## src/rtl/fpc_pkg.sv

```systemverilog
package fpc_pkg;

    localparam int          WORD_W   = 32;
    localparam int          BLK_W    = 4;
    localparam logic [31:0] MARK_HI  = 32'h1980_04D2;
    localparam logic [31:0] MARK_LO  = 32'hA98C_162F;
    localparam logic [31:0] NOP_WORD = 32'h1500_0000;
    localparam logic [5:0]  JUMP_OPC = 6'h1C;

    typedef enum logic [1:0] {
        WK_PLAIN,
        WK_INJ_HI,
        WK_INJ_LO,
        WK_JUMP
    } word_kind_e;

    typedef struct packed {
        word_kind_e       kind;
        logic [BLK_W-1:0] lag_blk;
        logic [BLK_W-1:0] lead_blk;
    } word_info_t;

    function automatic word_info_t classify(input logic [WORD_W-1:0] w);
        word_info_t info;
        info.lead_blk = w[BLK_W-1:0];
        info.lag_blk  = w[2*BLK_W-1:BLK_W];
        if (w == MARK_HI)
            info.kind = WK_INJ_HI;
        else if (w == MARK_LO)
            info.kind = WK_INJ_LO;
        else if (w[31:26] == JUMP_OPC && w[25:2*BLK_W] == '0)
            info.kind = WK_JUMP;
        else
            info.kind = WK_PLAIN;
        return info;
    endfunction

endpackage

```

## src/rtl/fpc_word_decode.sv

```systemverilog
module fpc_word_decode
    import fpc_pkg::*;
(
    input  logic                 word_valid,
    input  logic [WORD_W-1:0]    word_in,
    input  logic [WORD_W-1:0]    meas_value,
    input  logic                 ref_leads,
    output logic [WORD_W-1:0]    word_out,
    output logic                 redirect,
    output logic [BLK_W-1:0]     tgt_blk
);

    word_info_t info;

    always_comb begin
        info     = classify(word_in);
        word_out = word_in;
        redirect = 1'b0;
        tgt_blk  = ref_leads ? info.lead_blk : info.lag_blk;
        if (word_valid) begin
            unique case (info.kind)
                WK_INJ_HI: word_out = {word_in[31:16], meas_value[31:16]};
                WK_INJ_LO: word_out = {word_in[31:16], meas_value[15:0]};
                WK_JUMP: begin
                    word_out = NOP_WORD;
                    redirect = 1'b1;
                end
                default:   word_out = word_in;
            endcase
        end
    end

endmodule

```

## src/rtl/fpc_addr_gen.sv

```systemverilog
module fpc_addr_gen
    import fpc_pkg::*;
#(
    parameter int ADDR_W = 8
) (
    input  logic              clk,
    input  logic              rst,
    input  logic              fetch_en,
    input  logic              redirect,
    input  logic [BLK_W-1:0]  tgt_blk,
    output logic [ADDR_W-1:0] next_addr
);

    localparam int              OFF_W = ADDR_W - BLK_W;
    localparam logic [ADDR_W-1:0] STEP = ADDR_W'(1);

    logic [ADDR_W-1:0] pc_q;
    logic [ADDR_W-1:0] pc_d;

    always_comb begin
        next_addr = redirect ? {tgt_blk, {OFF_W{1'b0}}} : pc_q;
        pc_d      = fetch_en ? next_addr + STEP : next_addr;
    end

    always_ff @(posedge clk) begin
        if (rst) pc_q <= '0;
        else     pc_q <= pc_d;
    end

endmodule

```

## src/rtl/fpc_resp_stage.sv

```systemverilog
module fpc_resp_stage #(
    parameter int ADDR_W = 8
) (
    input  logic              clk,
    input  logic              rst,
    input  logic              fetch_en,
    input  logic [ADDR_W-1:0] req_addr,
    output logic              pend_valid,
    output logic [ADDR_W-1:0] pend_addr
);

    always_ff @(posedge clk) begin
        if (rst) begin
            pend_valid <= 1'b0;
            pend_addr  <= '0;
        end else begin
            pend_valid <= fetch_en;
            if (fetch_en) pend_addr <= req_addr;
        end
    end

endmodule

```

## src/rtl/fetch_patch_ctrl.sv

```systemverilog
module fetch_patch_ctrl
    import fpc_pkg::*;
#(
    parameter int ADDR_W = 8
) (
    input  logic              clk,
    input  logic              rst,
    input  logic              fetch_en,
    input  logic              ref_leads,
    input  logic [31:0]       meas_value,
    output logic              mem_rd_en,
    output logic [ADDR_W-1:0] mem_addr,
    input  logic [31:0]       mem_rdata,
    output logic              instr_valid,
    output logic [ADDR_W-1:0] instr_addr,
    output logic [31:0]       instr_data
);

    logic              redirect;
    logic [BLK_W-1:0]  tgt_blk;
    logic [ADDR_W-1:0] next_addr;
    logic              pend_valid;
    logic [ADDR_W-1:0] pend_addr;

    fpc_word_decode u_dec (
        .word_valid (pend_valid),
        .word_in    (mem_rdata),
        .meas_value (meas_value),
        .ref_leads  (ref_leads),
        .word_out   (instr_data),
        .redirect   (redirect),
        .tgt_blk    (tgt_blk)
    );

    fpc_addr_gen #(.ADDR_W(ADDR_W)) u_addr (
        .clk       (clk),
        .rst       (rst),
        .fetch_en  (fetch_en),
        .redirect  (redirect),
        .tgt_blk   (tgt_blk),
        .next_addr (next_addr)
    );

    fpc_resp_stage #(.ADDR_W(ADDR_W)) u_resp (
        .clk        (clk),
        .rst        (rst),
        .fetch_en   (fetch_en),
        .req_addr   (next_addr),
        .pend_valid (pend_valid),
        .pend_addr  (pend_addr)
    );

    assign mem_rd_en   = fetch_en;
    assign mem_addr    = next_addr;
    assign instr_valid = pend_valid;
    assign instr_addr  = pend_addr;

endmodule

```

## config.mk

```make
export PLATFORM = sky130hd
export DESIGN_NAME = fetch_patch_ctrl
export DESIGN_NICKNAME = d
export VERILOG_FILES = /design/src/rtl/fpc_pkg.sv /design/src/rtl/fpc_word_decode.sv /design/src/rtl/fpc_addr_gen.sv /design/src/rtl/fpc_resp_stage.sv /design/src/rtl/fetch_patch_ctrl.sv
export SDC_FILE = /design/constraint.sdc
export NUM_CORES = 1
export LEC_CHECK = 0
export CAP_MARGIN = 20
export CORE_MARGIN = 2
export CORE_UTILIZATION = 32
export DETAILED_ROUTE_END_ITERATION = 7
export HOLD_SLACK_MARGIN = 0.1
export PLACE_DENSITY = 0.81
export SLEW_MARGIN = 20
export SYNTH_ARGS = -nofsm -noshare
export SYNTH_HDL_FRONTEND = slang
export SYNTH_SLANG_ARGS = --single-unit
```

## constraint.sdc

```tcl
create_clock -name clk -period 3.6 [get_ports clk]
set_input_delay 0.72 -clock clk [delete_from_list [all_inputs] [get_ports clk]]
set_output_delay 0.72 -clock clk [all_outputs]
set_load 0.05 [all_outputs]
```

==> flow_summary.yaml, run 1 <==
yosys:
  syn-cell-area_um2: 1370
  synth_warnings: 0
  synth_edf_count: 0
  synth_cell_types: 36
  synthArstFlopShare: 0
  synth_area_per_cell_um2: 8.81
  synth_ff_type: "dfxtp_1"
  synth_cells: 155
  yosysSeqAreaShare: 0.249
  yosys_register_bits: 17
  syn-num-nets: 224
route:
  vias_per_cell: 5.04
  first_pass_iters: 4
  drc_errors: 0
  routedWlPerCell_um: 15.6
  via_count: 1693
  drtIter0Drc: 63
  wl_um: 5230
  final_antenna_net_count: 0
timing:
  setup_ws_ns: 0.0409
  slew_violations: 0
  slew_headroom: 0.604
  report.final.hold_viol_count: 0
  worstMarginPinSlew_ns: 0.592
  min_period_ns: 3.56
  setup_viol_count_final: 0
  fin_crit_sh: 0.989
  totalNegativeSetupSlack_ns: 0
  fin_skew_ns: 0.00275
  grt_setup_unrepaired: "no"
  fmax_mhz: 281
global_routing:
  grt.total_usage: 0.213
  grt_pass1_wl_um: 8470
  grt_max_degree: 18
  gr-total-overflow: 0
  grt_pass1_vias: 1751
  antenna_found_initial: 0
hold_path:
  worstHoldPathType: "register to register"
place:
  port_buffers: 117
  gp_congestion: 0.853
  hpwl_um: 4170
  post-place-ws_ns: -0.295
clock_network:
  clockBufferDepth: 2
  clk_latency_ns: 0.26
  cts_tree: "yes"
  hold_buffers: 0
  cts_max_level: 1
  cts_sinks: 17
  clk_pin_slew_ns: 0.06
  cts-root-buf: "clkbuf_8"
  cts_buffers: 3
final_layout:
  drive_gt1_frac: 0.385
  finalNetCount: 356
  syn2layout_area_growth_pct: 120
  nFillCells: 304
  n_antenna_cell: 0
  final_util: 0.742
critical_path:
  cp-endpoint: "instr_data[3]"
  ff2ff_path_depth: 10
  critPathLaunchType: "input pin"
  cp.required_ns: 2.88
  r2r-end: "u_addr.pc_q[4]"
  reg2reg_setup_slack_ns: 1.44
  crit_type: "input pin to output port"
  end_kind: "output port"
  startpoint: "mem_rdata[7]"
  r2r_start: "u_resp.pend_valid"
  crit_fanout: 7
  worstPathArrival_ns: 2.84
floorplan:
  rows: 23
  io_pins: 118
  core_area_um2: 4060
  dieArea_um2: 4810
  initial_core_util: 0.337
  die_h_um: 69.3
  die_w_um: 69.3
status:
  status: "complete, no violations"
power:
  pwr-share-clk: 0.230
  p_int_uw: 419
  pwr_density_cell_nw_per_um2: 209
  sw_frac_of_total: 0.332
  power_frac_seq: 0.309
  p_leak_uw: 0.00127
  pwr-share-comb: 0.461
  ir_drop_mv: 0.230
  switchingPower_uw: 209
run:
  maxCapViolCount: 0
-- critical path, stage by stage --
cell	delay, ns
clkdlybuf4s15_1	0.20
or3_4	0.40
or4_4	0.51
a211oi_4	0.38
nor2_4	0.14
mux2_4	0.34
buf_12	0.15
-- per-stage QoR --
step | hold slack, ns | instances | cell area [um^2] | total power (uW)
2_1_floorplan | 0.579 | 155 | 1390 | 327
3_3_place_gp | 0.474 | 326 | 2860 | 486
3_5_place_dp | 0.483 | 326 | 2860 | 489
4_1_cts | 0.505 | 334 | 2980 | 631
5_1_grt | 0.529 | 336 | 3010 | 651
6_report | 0.496 | 336 | 3010 | 628
-- synthesized netlist by cell type, types with 2 or more instances --
cell type  instances  area [um^2]
nand4_1            2         12.5
xnor2_1            6         52.6
buf_2              2         10.0
nand4b_1           2         17.5
mux2i_1            9         90.1
clkbuf_1          14         52.6
nor4_1             3         18.8
buf_1              2         7.51
nor3b_1            2         15.0
nor4_2             3         37.5
nor3_1             2         10.0
or4_1              2         15.0
a22oi_1            5         37.5
nor2b_1            7         43.8
nor2_1            18         67.6
dfxtp_1           17          340
mux2_4             5         75.1
mux2_2            14          158
a22o_1            11         96.3
o21bai_1           5         37.5
nand3b_1           3         22.5
nand2_1            3         11.3
or2_2              2         12.5
nand3_1            4         20.0
-- cell usage in the layout (no fill, tap or decap), drive strengths merged --
cell	instances
a211oi	1
a22o	11
a22oi	5
buf	65
clkbuf	8
clkdlybuf4s15	3
clkdlybuf4s50	69
dfxtp	17
dlygate4sd2	2
dlymetal6s2s	3
ha	1
inv	1
mux2	19
mux2i	9
nand2	3
nand2b	1
nand3	4
nand3b	3
nand4	2
nand4b	2
nor2	20
nor2b	7
nor3	2
nor3b	2
nor4	6
nor4b	1
nor4bb	1
o21bai	5
or2	2
or3	1
or4	3
xnor2	6
xor2	1
-- state kept, by name, summed over array words and instances (netlist names) --
| register | flops |
|---|---|
| u_addr.pc_q | 8 |
| u_resp.pend_valid | 1 |
| u_resp.pend_addr | 8 |
-- kinds of logic (layout without fill, tap and decap cells) --
logic type	count (synthesis)	after routing	synth area share
AND/OR/NAND/NOR	59	60	0.258
multiplexers	28	28	0.236
AO/OA/AOI/OAI	22	22	0.135
buffers and inverters	21	151	0.0678
flip-flops	17	17	0.249
XOR/XNOR	7	7	0.0449
adder cells (fa/ha/maj)	1	1	0.00916
-- per-layer routing --
| layer | up-vias | global-route usage | wire (um) | part of all wire |
|---|---|---|---|---|
| li1 | 828 | - | - | - |
| met1 | 772 | 0.257 | 2050 | 0.39 |
| met2 | 85 | 0.382 | 2720 | 0.52 |
| met3 | 8 | 0.0291 | 370 | 0.071 |
| met4 | 0 | 0.0784 | 85 | 0.016 |
| met5 | - | 0 | 0 | 0 |
-- worst min path at each step --
stage                                    from             endpoint  slack [ns]  cells after the start
after CTS                 u_resp.pend_addr[5]  u_resp.pend_addr[5]        0.51                      2
after global routing      u_resp.pend_addr[1]  u_resp.pend_addr[1]        0.53                      2
after floorplan                u_addr.pc_q[6]       u_addr.pc_q[7]        0.58                      4
final                     u_resp.pend_addr[0]  u_resp.pend_addr[0]        0.50                      2
after detailed placement  u_resp.pend_addr[5]  u_resp.pend_addr[5]        0.48                      2
after global placement    u_resp.pend_addr[7]  u_resp.pend_addr[7]        0.47                      2
-- what timing repair did --
item / in CTS / in global routing
gates cloned: 1 / 0
pin swaps: 13 / 9
gates resized for setup: 52 / 17
endpoints found under the setup margin: 20 / 16
setup buffers: 3 / 2
-- power by group through the flow --
stage / sequential, uW / combinational (uW) / clock, uW
final: 194 / 289 / 144
after global routing: 195 / 302 / 155
after CTS: 194 / 289 / 148
after detailed placement: 199 / 290 / 0
after global placement: 198 / 288 / 0
after floorplan: 204 / 122 / 0
-- layout make-up --
| type | instances | area, um^2 | share of cell area |
|---|---|---|---|
| sequential | 17 | 340 | 0.113 |
| tap | 50 | 62.6 | 0.0208 |
| timing repair buffer | 146 | 1510 | 0.501 |
| clock buffer | 4 | 45.0 | 0.0150 |
| inverter | 1 | 3.75 | 0.00125 |
| multi-input combinational | 118 | 1050 | 0.349 |
No activity file was read; power rests on OpenSTA's default activity.
==> run 2, diff against run 1 <==
Settings changed: SKIP_LAST_GASP set to 1.
==> run 2 against run 1 <==
  * Wire length is 0.59% lower
  * Clock-buffer cell count is the same
  * Via count fell by 0.83%
  * Clock power barely moved
  * Combinational power barely moved
  * Register-to-register slack got worse by 0.02 ns
  * Sequential share of layout area is essentially flat
  * Hold slack hardly changed
  * Setup slack better by 0.0038 ns
  * Cell count unchanged
  * Clock skew shrank 0.00069 ns
==> flow_summary.yaml, run 2 (synthesis results as in run 1) <==
status:
  status: "complete, no violations"
clock_network:
  cts_tree: "yes"
  cts-root-buf: "clkbuf_8"
  hold_buffers: 0
  cts_max_level: 1
  clockBufferDepth: 2
  clk_latency_ns: 0.26
  cts_buffers: 3
  clk_pin_slew_ns: 0.06
  cts_sinks: 17
floorplan:
  io_pins: 118
  rows: 23
  die_h_um: 69.3
  initial_core_util: 0.337
  dieArea_um2: 4810
  core_area_um2: 4060
  die_w_um: 69.3
final_layout:
  drive_gt1_frac: 0.381
  final_cells: 336
  final_common_cell: "clkdlybuf4s50_1"
  final_cell_mix: "69 x clkdlybuf4s50_1, 39 x buf_4, 18 x nor2_1, 18 x buf_12, 17 x dfxtp_1"
  syn2layout_area_growth_pct: 120
  finalNetCount: 356
  reg_top3: "u_addr.pc_q (8), u_resp.pend_addr (8), u_resp.pend_valid (1)"
  final_util: 0.741
  n_antenna_cell: 0
timing:
  fmax_mhz: 281
  fin_crit_sh: 0.988
  worstMarginPinSlew_ns: 0.582
  totalNegativeSetupSlack_ns: 0
  report.final.hold_viol_count: 0
  slew_violations: 0
  grt_setup_unrepaired: "yes"
  fin_skew_ns: 0.00206
  slew_headroom: 0.611
  setup_viol_count_final: 0
  min_period_ns: 3.56
route:
  via_count: 1679
  routedWlPerCell_um: 15.5
  vias_per_cell: 5.00
  final_antenna_net_count: 0
  first_pass_iters: 4
  drc_errors: 0
  wl_um: 5200
  drtIter0Drc: 63
global_routing:
  antenna_found_initial: 0
  grt_pass1_vias: 1751
  grt_max_degree: 18
  grt.total_usage: 0.213
  gr-total-overflow: 0
  grt_pass1_wl_um: 8470
critical_path:
  critPathLaunchType: "input pin"
  cp-endpoint: "instr_data[3]"
  crit_fanout: 7
  cp_cell_sequence: "clkdlybuf4s15_1 -> or3_4 -> or4_4 -> a211oi_4 -> nor2_4 -> mux2_4 -> buf_12"
  r2r-end: "u_addr.pc_q[6]"
  crit_type: "input pin to output port"
  reg2reg_setup_slack_ns: 1.42
  path_depth: 7
  end_kind: "output port"
  startpoint: "mem_rdata[7]"
  cp_top_family: "simple AND/OR/NAND/NOR gates"
  crit_buf_inv: 2
  ff2ff_path_depth: 10
  slowest_delay_ns: 0.51
  worstPathArrival_ns: 2.84
  r2r_start: "u_resp.pend_valid"
  cp.required_ns: 2.88
  slowest_stage: "or4_4"
run:
  maxCapViolCount: 0
power:
  pwr_density_cell_nw_per_um2: 209
  p_leak_uw: 0.00127
  ir_drop_mv: 0.230
  finalPower_uw: 628
place:
  gp_congestion: 0.853
  dp.cells: 326
  hpwl_um: 4170
  port_buffers: 117
hold_path:
  worstHoldPathType: "register to register"
[run 2: changes by cell type in the layout (fill, tap and decap cells not counted)]
cell	delta
nor3b_1	+1
nor3b_2	-1
[run 2: worst min-delay path: stages, from the launching register on]
cell and delay [ns]:
dfxtp_1 0.32, mux2i_1 0.06, nor2_1 0.07
[run 2: worst min path at each step]
stage	cells after the start	to	slack (ns)	start
5_1_grt	2	u_resp.pend_addr[1]	0.53	u_resp.pend_addr[1]
4_1_cts	2	u_resp.pend_addr[5]	0.51	u_resp.pend_addr[5]
2_1_floorplan	4	u_addr.pc_q[7]	0.58	u_addr.pc_q[6]
3_3_place_gp	2	u_resp.pend_addr[7]	0.47	u_resp.pend_addr[7]
6_report	2	u_resp.pend_addr[0]	0.50	u_resp.pend_addr[0]
3_5_place_dp	2	u_resp.pend_addr[5]	0.48	u_resp.pend_addr[5]
[run 2: metal layers]
metal | vias up | global-route usage | wire (um)
li1 | 831 | - | -
met1 | 759 | 0.257 | 2090
met2 | 81 | 0.382 | 2700
met3 | 8 | 0.0291 | 321
met4 | 0 | 0.0784 | 85
met5 | - | 0 | 0
[run 2: what timing repair did]
action,in CTS,in global routing
resized for setup,52,16
cloned,1,0
setup endpoints to repair,20,16
buffers inserted,3,2
pin swaps,13,9
[run 2: cell type report]
type                    instances  area (um^2)
well taps                      50         62.6
flip-flops and latches         17          340
clock buffers                   4         45.0
inverters                       1         3.75
fillers                       305         1050
multi-input cells             118         1050
repair buffers                146         1510
[run 2: power by group]
group	switching (uW)	total (uW)	internal, uW
Combinational	141	289	148
Clock	65.7	144	78.7
Sequential	2.05	194	192
[run 2: metrics by stage]
step                setup slack [ns]  area, um^2  hold slack, ns
floorplan                      0.140        1390           0.579
CTS                          -0.0246        2980           0.505
finish                        0.0448        3010           0.496
global route                -0.00309        3010           0.529
global placement              -0.254        2860           0.474
detailed placement            -0.295        2860           0.483
